File: src/rtl/txseq_pkg.sv
package txseq_pkg;

    // Descriptor control word layout (decoded by software)
    localparam int LEN_HI   = 31;
    localparam int LEN_LO   = 16;
    localparam int BIT_RDY  = 15;
    localparam int BIT_WRAP = 13;
    localparam int BIT_CRC  = 12;
    localparam int BIT_COLL = 11;

    // Register word addresses
    localparam int REG_MODE = 0;
    localparam int REG_INT  = 1;
    localparam int REG_MASK = 2;
    localparam int REG_LIM  = 3;
    localparam int REG_CNT  = 4;
    localparam int BD_BASE  = 8;

    // Mode bits
    localparam int MODE_EN  = 0;
    localparam int MODE_RST = 1;
    localparam int MODE_CRC = 2;

    // Interrupt source bits
    localparam int INT_DONE = 0;
    localparam int INT_ERR  = 1;

    typedef enum logic [2:0] {
        ST_IDLE,
        ST_WAIT_BD,
        ST_FETCH,
        ST_WAIT_RD,
        ST_SEND,
        ST_WB
    } seq_state_e;

endpackage

File: src/rtl/txseq_regs.sv
module txseq_regs
    import txseq_pkg::*;
#(
    parameter int CSR_AW = 5,
    parameter int CNT_W  = 4
) (
    input  logic              clk,
    input  logic              rst_n,
    input  logic              csr_we,
    input  logic [CSR_AW-1:0] csr_addr,
    input  logic [31:0]       csr_wdata,
    input  logic              ev_done,
    input  logic              ev_err,
    output logic              mode_en,
    output logic              mode_rst,
    output logic              mode_crc,
    output logic [15:0]       min_len,
    output logic [15:0]       max_len,
    output logic [CNT_W-1:0]  bd_count,
    output logic [1:0]        int_src,
    output logic [1:0]        int_mask,
    output logic              irq,
    output logic [31:0]       reg_rdata
);

    typedef struct packed {
        logic [2:0]       mode;
        logic [1:0]       src;
        logic [1:0]       mask;
        logic [15:0]      minl;
        logic [15:0]      maxl;
        logic [CNT_W-1:0] cnt;
    } regs_s;

    regs_s r_d, r_q;

    logic wr_mode, wr_int, wr_mask, wr_lim, wr_cnt;

    always_comb begin
        wr_mode = csr_we && (csr_addr == CSR_AW'(REG_MODE));
        wr_int  = csr_we && (csr_addr == CSR_AW'(REG_INT));
        wr_mask = csr_we && (csr_addr == CSR_AW'(REG_MASK));
        wr_lim  = csr_we && (csr_addr == CSR_AW'(REG_LIM));
        wr_cnt  = csr_we && (csr_addr == CSR_AW'(REG_CNT));

        r_d = r_q;
        if (wr_mode) r_d.mode = csr_wdata[2:0];
        if (wr_mask) r_d.mask = csr_wdata[1:0];
        if (wr_lim) begin
            r_d.minl = csr_wdata[31:16];
            r_d.maxl = csr_wdata[15:0];
        end
        if (wr_cnt) r_d.cnt = csr_wdata[CNT_W-1:0];
        // clear-by-one, then new events (an event wins over a same-cycle clear)
        r_d.src = r_q.src & ~(wr_int ? csr_wdata[1:0] : 2'b00);
        r_d.src = r_d.src | {ev_err, ev_done};
    end

    always_ff @(posedge clk or negedge rst_n) begin
        if (!rst_n) r_q <= '0;
        else        r_q <= r_d;
    end

    always_comb begin
        mode_en  = r_q.mode[MODE_EN];
        mode_rst = r_q.mode[MODE_RST];
        mode_crc = r_q.mode[MODE_CRC];
        min_len  = r_q.minl;
        max_len  = r_q.maxl;
        bd_count = r_q.cnt;
        int_src  = r_q.src;
        int_mask = r_q.mask;
        irq      = |(r_q.src & r_q.mask);
        unique case (csr_addr)
            CSR_AW'(REG_MODE): reg_rdata = {29'd0, r_q.mode};
            CSR_AW'(REG_INT):  reg_rdata = {30'd0, r_q.src};
            CSR_AW'(REG_MASK): reg_rdata = {30'd0, r_q.mask};
            CSR_AW'(REG_LIM):  reg_rdata = {r_q.minl, r_q.maxl};
            CSR_AW'(REG_CNT):  reg_rdata = 32'(r_q.cnt);
            default:           reg_rdata = '0;
        endcase
    end

endmodule

File: src/rtl/txseq_bd_ram.sv
module txseq_bd_ram
    import txseq_pkg::*;
#(
    parameter int NUM_BD = 8,
    parameter int CSR_AW = 5,
    parameter int IDX_W  = 3
) (
    input  logic              clk,
    input  logic              rst_n,
    input  logic              sw_we,
    input  logic [CSR_AW-1:0] sw_addr,
    input  logic [31:0]       sw_wdata,
    output logic              sw_hit,
    output logic [31:0]       sw_rdata,
    input  logic [IDX_W-1:0]  hw_idx,
    input  logic              hw_we,
    input  logic [31:0]       hw_wdata,
    output logic [31:0]       hw_word0,
    output logic [31:0]       hw_ptr
);

    localparam int WORDS = 2 * NUM_BD;
    localparam int WA_W  = $clog2(WORDS);

    logic [31:0]       ram_d [WORDS];
    logic [31:0]       ram_q [WORDS];
    logic [CSR_AW-1:0] off;
    logic [WA_W-1:0]   sw_wa;
    logic [WA_W-1:0]   hw_wa0;
    logic [WA_W-1:0]   hw_wa1;

    always_comb begin
        off    = sw_addr - CSR_AW'(BD_BASE);
        sw_hit = (sw_addr >= CSR_AW'(BD_BASE)) && (off < CSR_AW'(WORDS));
        sw_wa  = off[WA_W-1:0];
        hw_wa0 = WA_W'({hw_idx, 1'b0});
        hw_wa1 = WA_W'({hw_idx, 1'b1});

        for (int i = 0; i < WORDS; i++) ram_d[i] = ram_q[i];
        if (sw_we && sw_hit) ram_d[sw_wa] = sw_wdata;
        // the sequencer's status write-back wins over a software write to the same word
        if (hw_we) ram_d[hw_wa0] = hw_wdata;

        sw_rdata = sw_hit ? ram_q[sw_wa] : '0;
        hw_word0 = ram_q[hw_wa0];
        hw_ptr   = ram_q[hw_wa1];
    end

    for (genvar g = 0; g < WORDS; g++) begin : g_word
        always_ff @(posedge clk or negedge rst_n) begin
            if (!rst_n) ram_q[g] <= '0;
            else        ram_q[g] <= ram_d[g];
        end
    end

endmodule

File: src/rtl/txseq_seq.sv
module txseq_seq
    import txseq_pkg::*;
#(
    parameter int NUM_BD = 8,
    parameter int IDX_W  = 3,
    parameter int CNT_W  = 4
) (
    input  logic             clk,
    input  logic             rst_n,
    input  logic             mode_en,
    input  logic             mode_rst,
    input  logic             mode_crc,
    input  logic [15:0]      min_len,
    input  logic [15:0]      max_len,
    input  logic [CNT_W-1:0] bd_count,
    input  logic [31:0]      bd_word0,
    input  logic [31:0]      bd_ptr,
    output logic [IDX_W-1:0] bd_idx,
    output logic             wb_en,
    output logic [31:0]      wb_word,
    output logic             mem_req,
    output logic [31:0]      mem_addr,
    input  logic             mem_rvalid,
    input  logic [7:0]       mem_rdata,
    output logic             tx_valid,
    output logic [7:0]       tx_data,
    output logic             tx_last,
    input  logic             tx_ready,
    input  logic             tx_abort,
    output logic             ev_done,
    output logic             ev_err
);

    typedef struct packed {
        seq_state_e       state;
        logic [IDX_W-1:0] idx;
        logic [31:0]      w0;
        logic [31:0]      ptr;
        logic [15:0]      len;
        logic [15:0]      cnt;
        logic             err;
        logic [7:0]       dat;
    } seq_s;

    seq_s s_d, s_q;

    logic [CNT_W-1:0] eff_cnt;
    logic [CNT_W-1:0] idx_plus;
    logic             ring_end;
    logic [15:0]      bd_len;
    logic             is_last;

    always_comb begin
        eff_cnt  = ((bd_count == '0) || (bd_count > CNT_W'(NUM_BD))) ? CNT_W'(NUM_BD) : bd_count;
        idx_plus = CNT_W'(s_q.idx) + CNT_W'(1);
        ring_end = s_q.w0[BIT_WRAP] || (idx_plus >= eff_cnt);
        bd_len   = bd_word0[LEN_HI:LEN_LO];
        is_last  = (s_q.cnt == s_q.len - 16'd1);

        s_d = s_q;
        unique case (s_q.state)
            ST_IDLE: begin
                if (mode_en) s_d.state = ST_WAIT_BD;
            end
            ST_WAIT_BD: begin
                if (!mode_en) begin
                    s_d.state = ST_IDLE;
                end else if (bd_word0[BIT_RDY]) begin
                    s_d.w0           = bd_word0;
                    s_d.w0[BIT_CRC]  = mode_crc;
                    s_d.ptr          = bd_ptr;
                    s_d.len          = bd_len;
                    s_d.cnt          = '0;
                    if ((bd_len < min_len) || (bd_len > max_len)) begin
                        s_d.err   = 1'b1;
                        s_d.state = ST_WB;
                    end else if (bd_len == '0) begin
                        s_d.err   = 1'b0;
                        s_d.state = ST_WB;
                    end else begin
                        s_d.err   = 1'b0;
                        s_d.state = ST_FETCH;
                    end
                end
            end
            ST_FETCH: begin
                if (tx_abort) begin
                    s_d.err   = 1'b1;
                    s_d.state = ST_WB;
                end else begin
                    s_d.state = ST_WAIT_RD;
                end
            end
            ST_WAIT_RD: begin
                if (tx_abort) begin
                    s_d.err   = 1'b1;
                    s_d.state = ST_WB;
                end else if (mem_rvalid) begin
                    s_d.dat   = mem_rdata;
                    s_d.state = ST_SEND;
                end
            end
            ST_SEND: begin
                if (tx_abort) begin
                    s_d.err   = 1'b1;
                    s_d.state = ST_WB;
                end else if (tx_ready) begin
                    s_d.cnt   = s_q.cnt + 16'd1;
                    s_d.state = is_last ? ST_WB : ST_FETCH;
                end
            end
            ST_WB: begin
                s_d.idx   = ring_end ? '0 : s_q.idx + IDX_W'(1);
                s_d.state = ST_IDLE;
            end
            default: s_d.state = ST_IDLE;
        endcase

        if (mode_rst) begin
            s_d.state = ST_IDLE;
            s_d.idx   = '0;
        end
    end

    always_ff @(posedge clk or negedge rst_n) begin
        if (!rst_n) s_q <= '{state: ST_IDLE, default: '0};
        else        s_q <= s_d;
    end

    always_comb begin
        bd_idx   = s_q.idx;
        mem_req  = (s_q.state == ST_FETCH);
        mem_addr = s_q.ptr + 32'(s_q.cnt);
        tx_valid = (s_q.state == ST_SEND);
        tx_data  = s_q.dat;
        tx_last  = (s_q.state == ST_SEND) && is_last;
        wb_en    = (s_q.state == ST_WB);
        wb_word  = s_q.w0;
        wb_word[BIT_RDY] = 1'b0;
        if (s_q.err) wb_word[BIT_COLL] = 1'b0;
        ev_done  = wb_en && !s_q.err;
        ev_err   = wb_en && s_q.err;
    end

endmodule

File: src/rtl/txseq_top.sv
module txseq_top
    import txseq_pkg::*;
#(
    parameter int  NUM_BD = 8,
    localparam int IDX_W  = (NUM_BD > 1) ? $clog2(NUM_BD) : 1,
    localparam int CNT_W  = $clog2(NUM_BD + 1),
    localparam int CSR_AW = $clog2(BD_BASE + 2 * NUM_BD)
) (
    input  logic              clk,
    input  logic              rst_n,
    input  logic              csr_we,
    input  logic [CSR_AW-1:0] csr_addr,
    input  logic [31:0]       csr_wdata,
    output logic [31:0]       csr_rdata,
    output logic              mem_req,
    output logic [31:0]       mem_addr,
    input  logic              mem_rvalid,
    input  logic [7:0]        mem_rdata,
    output logic              tx_valid,
    output logic [7:0]        tx_data,
    output logic              tx_last,
    input  logic              tx_ready,
    input  logic              tx_abort,
    output logic              irq
);

    logic             mode_en, mode_rst, mode_crc;
    logic [15:0]      min_len, max_len;
    logic [CNT_W-1:0] bd_count;
    logic [1:0]       int_src, int_mask;
    logic [31:0]      reg_rdata, ram_rdata;
    logic             ram_hit;
    logic             ev_done, ev_err;
    logic [IDX_W-1:0] bd_idx;
    logic             wb_en;
    logic [31:0]      wb_word, bd_word0, bd_ptr;

    txseq_regs #(.CSR_AW(CSR_AW), .CNT_W(CNT_W)) u_regs (
        .clk       (clk),
        .rst_n     (rst_n),
        .csr_we    (csr_we),
        .csr_addr  (csr_addr),
        .csr_wdata (csr_wdata),
        .ev_done   (ev_done),
        .ev_err    (ev_err),
        .mode_en   (mode_en),
        .mode_rst  (mode_rst),
        .mode_crc  (mode_crc),
        .min_len   (min_len),
        .max_len   (max_len),
        .bd_count  (bd_count),
        .int_src   (int_src),
        .int_mask  (int_mask),
        .irq       (irq),
        .reg_rdata (reg_rdata)
    );

    txseq_bd_ram #(.NUM_BD(NUM_BD), .CSR_AW(CSR_AW), .IDX_W(IDX_W)) u_ram (
        .clk      (clk),
        .rst_n    (rst_n),
        .sw_we    (csr_we),
        .sw_addr  (csr_addr),
        .sw_wdata (csr_wdata),
        .sw_hit   (ram_hit),
        .sw_rdata (ram_rdata),
        .hw_idx   (bd_idx),
        .hw_we    (wb_en),
        .hw_wdata (wb_word),
        .hw_word0 (bd_word0),
        .hw_ptr   (bd_ptr)
    );

    txseq_seq #(.NUM_BD(NUM_BD), .IDX_W(IDX_W), .CNT_W(CNT_W)) u_seq (
        .clk        (clk),
        .rst_n      (rst_n),
        .mode_en    (mode_en),
        .mode_rst   (mode_rst),
        .mode_crc   (mode_crc),
        .min_len    (min_len),
        .max_len    (max_len),
        .bd_count   (bd_count),
        .bd_word0   (bd_word0),
        .bd_ptr     (bd_ptr),
        .bd_idx     (bd_idx),
        .wb_en      (wb_en),
        .wb_word    (wb_word),
        .mem_req    (mem_req),
        .mem_addr   (mem_addr),
        .mem_rvalid (mem_rvalid),
        .mem_rdata  (mem_rdata),
        .tx_valid   (tx_valid),
        .tx_data    (tx_data),
        .tx_last    (tx_last),
        .tx_ready   (tx_ready),
        .tx_abort   (tx_abort),
        .ev_done    (ev_done),
        .ev_err     (ev_err)
    );

    assign csr_rdata = ram_hit ? ram_rdata : reg_rdata;

endmodule

File: config.mk
export PLATFORM = sky130hd
export DESIGN_NAME = txseq_top
export DESIGN_NICKNAME = d
export VERILOG_FILES = /design/src/rtl/txseq_pkg.sv /design/src/rtl/txseq_regs.sv /design/src/rtl/txseq_bd_ram.sv /design/src/rtl/txseq_seq.sv /design/src/rtl/txseq_top.sv
export SDC_FILE = /design/constraint.sdc
export NUM_CORES = 2
export LEC_CHECK = 0
export ABC_AREA = 0
export BUFFER_PORTS_ARGS = -buffer_cell sky130_fd_sc_hd__buf_4
export CAP_MARGIN = 20
export CORE_MARGIN = 2
export CORE_UTILIZATION = 55
export CTS_BUF_LIST = sky130_fd_sc_hd__clkbuf_4
export CTS_CLUSTER_SIZE = 25
export DETAILED_ROUTE_END_ITERATION = 8
export GPL_TIMING_DRIVEN = 0
export PLACE_DENSITY_LB_ADDON = 0.08
export SLEW_MARGIN = 40
export SYNTH_ARGS = -nofsm -noshare
export SYNTH_HDL_FRONTEND = slang
export SYNTH_SLANG_ARGS = --single-unit
export TNS_END_PERCENT = 1
File: constraint.sdc
create_clock -name clk -period 9 [get_ports clk]
set_clock_uncertainty 0.05 [all_clocks]
set_input_delay 1.8 -clock clk [delete_from_list [all_inputs] [get_ports clk]]
set_output_delay 1.8 -clock clk [all_outputs]
set_load 0.03 [all_outputs]
==> metrics.csv <==
metric;value;unit
drt drc;3;
Post-Syn Area;36800;um2
cell family with most CP delay;buffers and inverters;
maximum vdd drop;0.000151;V
critical path data arrival time;5.88;ns
cell mode on critical path;clkbuf_1;
Initial DRC Count;5650;
CORE AREA;66000;um2
DP Cell Count;4293;
# port buffers;91;
Synth Area per Inst;11.1;um2
initial core utilization;55.7;%
max-cap violations;0;
post-route insts no fill;4614;
I/O pin count;127;
leading area contributor after synthesis;dfrtp_1;
Post-synth EDFFs;0;
fraction of layout cells with a size suffix above 1;28.9;%
total wire length;176000;um
crit path cell chain;clkbuf_1 -> buf_2 -> nand2_1 -> nor2_1 -> clkbuf_1 -> clkbuf_1 -> buf_4 -> nand2_1 -> o21ai_0 -> buf_4;
die height;263;um
GRT overflow;0;
Distinct cells, synth;73;
Leak;18.4;nW
nets;3713;
Buf+Inv Stages, Crit Path;6;
endpoint type of the worst setup path;output port;
top post-synthesis cells by count;dfrtp_1, nor2_1, mux2_2;
Post-CTS Setup Inserts;0;
Setup Viol. Count Final;0;
die width;263;um
Hold Crit Class;register to register;
Via density;7.35;
Slew headroom;28.0;%
Crit Path Class;input pin to output port;
num rows;94;
first-pass GRT wire length;242000;um
Sink Count;649;
fin crit period;7.73;ns
CTS-repair resized insts;0;
final hold violation count;0;
CP max FO;10;
most frequent cell after synthesis;dfrtp_1;
Required @ worst endpoint;7.15;ns
initial antenna violation count;21;
CP max stage cell;clkbuf_1;
drt wl/cell;38.1;um
Worst Tran Pin Value;1.08;ns
H-tree depth;4;
FMAX;0.129;GHz
clock buffer depth;3;
ys async rst share;100;%
first drt pass iteration count;9;
ranking of synthesized cells by area;dfrtp_1, mux4_2, mux2_2, mux2i_1, a21oi_1;
cts bufs inserted;175;
Final Slew Violations;0;
syn_nets;3425;
Syn Inst Count;3319;
post-synthesis sequential area ratio;44.2;%
Total GRT Usage;50.2;%
Synth Flop Type;dfrtp_1;
CTS root buffer;clkbuf_4;
fin crit share;85.9;%
Area growth syn-to-layout;12.8;%
failing checks;DRC;
gp weighted congestion;1.05;
Worst-path clk slew;0.07;ns
antenna-violating nets left;0;
Fin Hold WS;0.462;ns
share of the synthesized area in the top cell type;44.2;%
Synth Register Bits;649;
final design area excluding fillers;41500;um2
vias in the first global route;32500;
Max stage delay on crit path;0.75;ns
DIE AREA;68900;um2
Cell Area, Placed;39100;um2
largest net degree at the start of global routing;107;
Clock Latency Late Sink;1.10;ns
RSZ-0062 raised after global routing;no;
Hold-fix buffers, CTS;0;
status;finished with violations;
DR vias;33900;
Detailed Place HPWL;118000;um
Startpoint Class;input pin;
TritonCTS clock tree;built;
power per cell area;290;nW/um2
yosys warns;0;
-- worst paths after layout --
path	startpoint	to	slack, ns	cells past startpoint
max	csr_addr[1]	csr_rdata[28]	1.27	10
min in group asynchronous	rst_n	u_seq.s_q[15]$_DFFE_PN0P_	0.54	1
min	u_seq.tx_data[2]$_DFFE_PN0P_	u_seq.tx_data[2]$_DFFE_PN0P_	0.46	1
max reg2reg	u_seq.bd_idx[0]$_DFFE_PN0P_	u_seq.s_q[108]$_DFFE_PN0P_	2.54	18
min reg2reg	u_seq.tx_data[2]$_DFFE_PN0P_	u_seq.tx_data[2]$_DFFE_PN0P_	0.46	1
max in group asynchronous	rst_n	async pin	6.49	4
-- metrics by stage --
step / utilization (%) / setup TNS, ns / total power (W) / setup slack (ns)
2_1_floorplan: - / 0 / 0.00695 / 2.96
3_3_place_gp: 58.4 / -601.85 / 0.00869 / -0.984
3_5_place_dp: 59.3 / 0 / 0.00889 / 1.64
4_1_cts: 62.7 / 0 / 0.0117 / 1.62
5_1_grt: 62.8 / 0 / 0.0123 / 1.41
6_report: 62.8 / 0 / 0.0120 / 1.27
-- cells in the final DEF (no fill, tap or decap), drive strengths merged, types with 89 or more instances in the layout --
cell	count
nor2	376
a21oi	291
dfrtp	649
mux2i	273
nand2	119
a221oi	98
mux4	165
mux2	327
clkbuf	521
buf	184
a22o	89
-- report_power, final --
| group | switching, W | internal, W | total (W) |
|---|---|---|---|
| Combinational | 0.00277 | 0.00177 | 0.00454 |
| Sequential | 0.000943 | 0.00370 | 0.00464 |
| Clock | 0.00137 | 0.00147 | 0.00284 |
| Total | 0.00508 | 0.00694 | 0.0120 |
-- cell type report --
| type | instances | area (um2) |
|---|---|---|
| buffer | 337 | 1520 |
| inverter | 84 | 315 |
| multi-input combinational | 2249 | 19000 |
| fill | 5359 | 24500 |
| timing repair buffer | 111 | 1010 |
| tap | 864 | 1080 |
| sequential | 649 | 16200 |
| antenna | 21 | 52.6 |
| clock inverter | 42 | 343 |
| clock buffer | 257 | 1930 |
-- kinds of logic after synthesis --
logic type / share of synthesized area, %
compound gates: 12.7
simple gates: 7.92
buf+inv: 4.44
mux: 27.6
xor+xnor: 1.31
flops: 44.2
fa+ha+maj: 1.89
-- routing by layer --
layer / vias up / share of wire, % / track usage (%)
li1: 13000 / - / -
met1: 16500 / 35 / 62.0
met2: 3439 / 39 / 67.1
met3: 945 / 17 / 27.4
met4: 25 / 8.2 / 33.5
met5: - / 0.18 / 0.762
(Power assumes the default switching activity.)
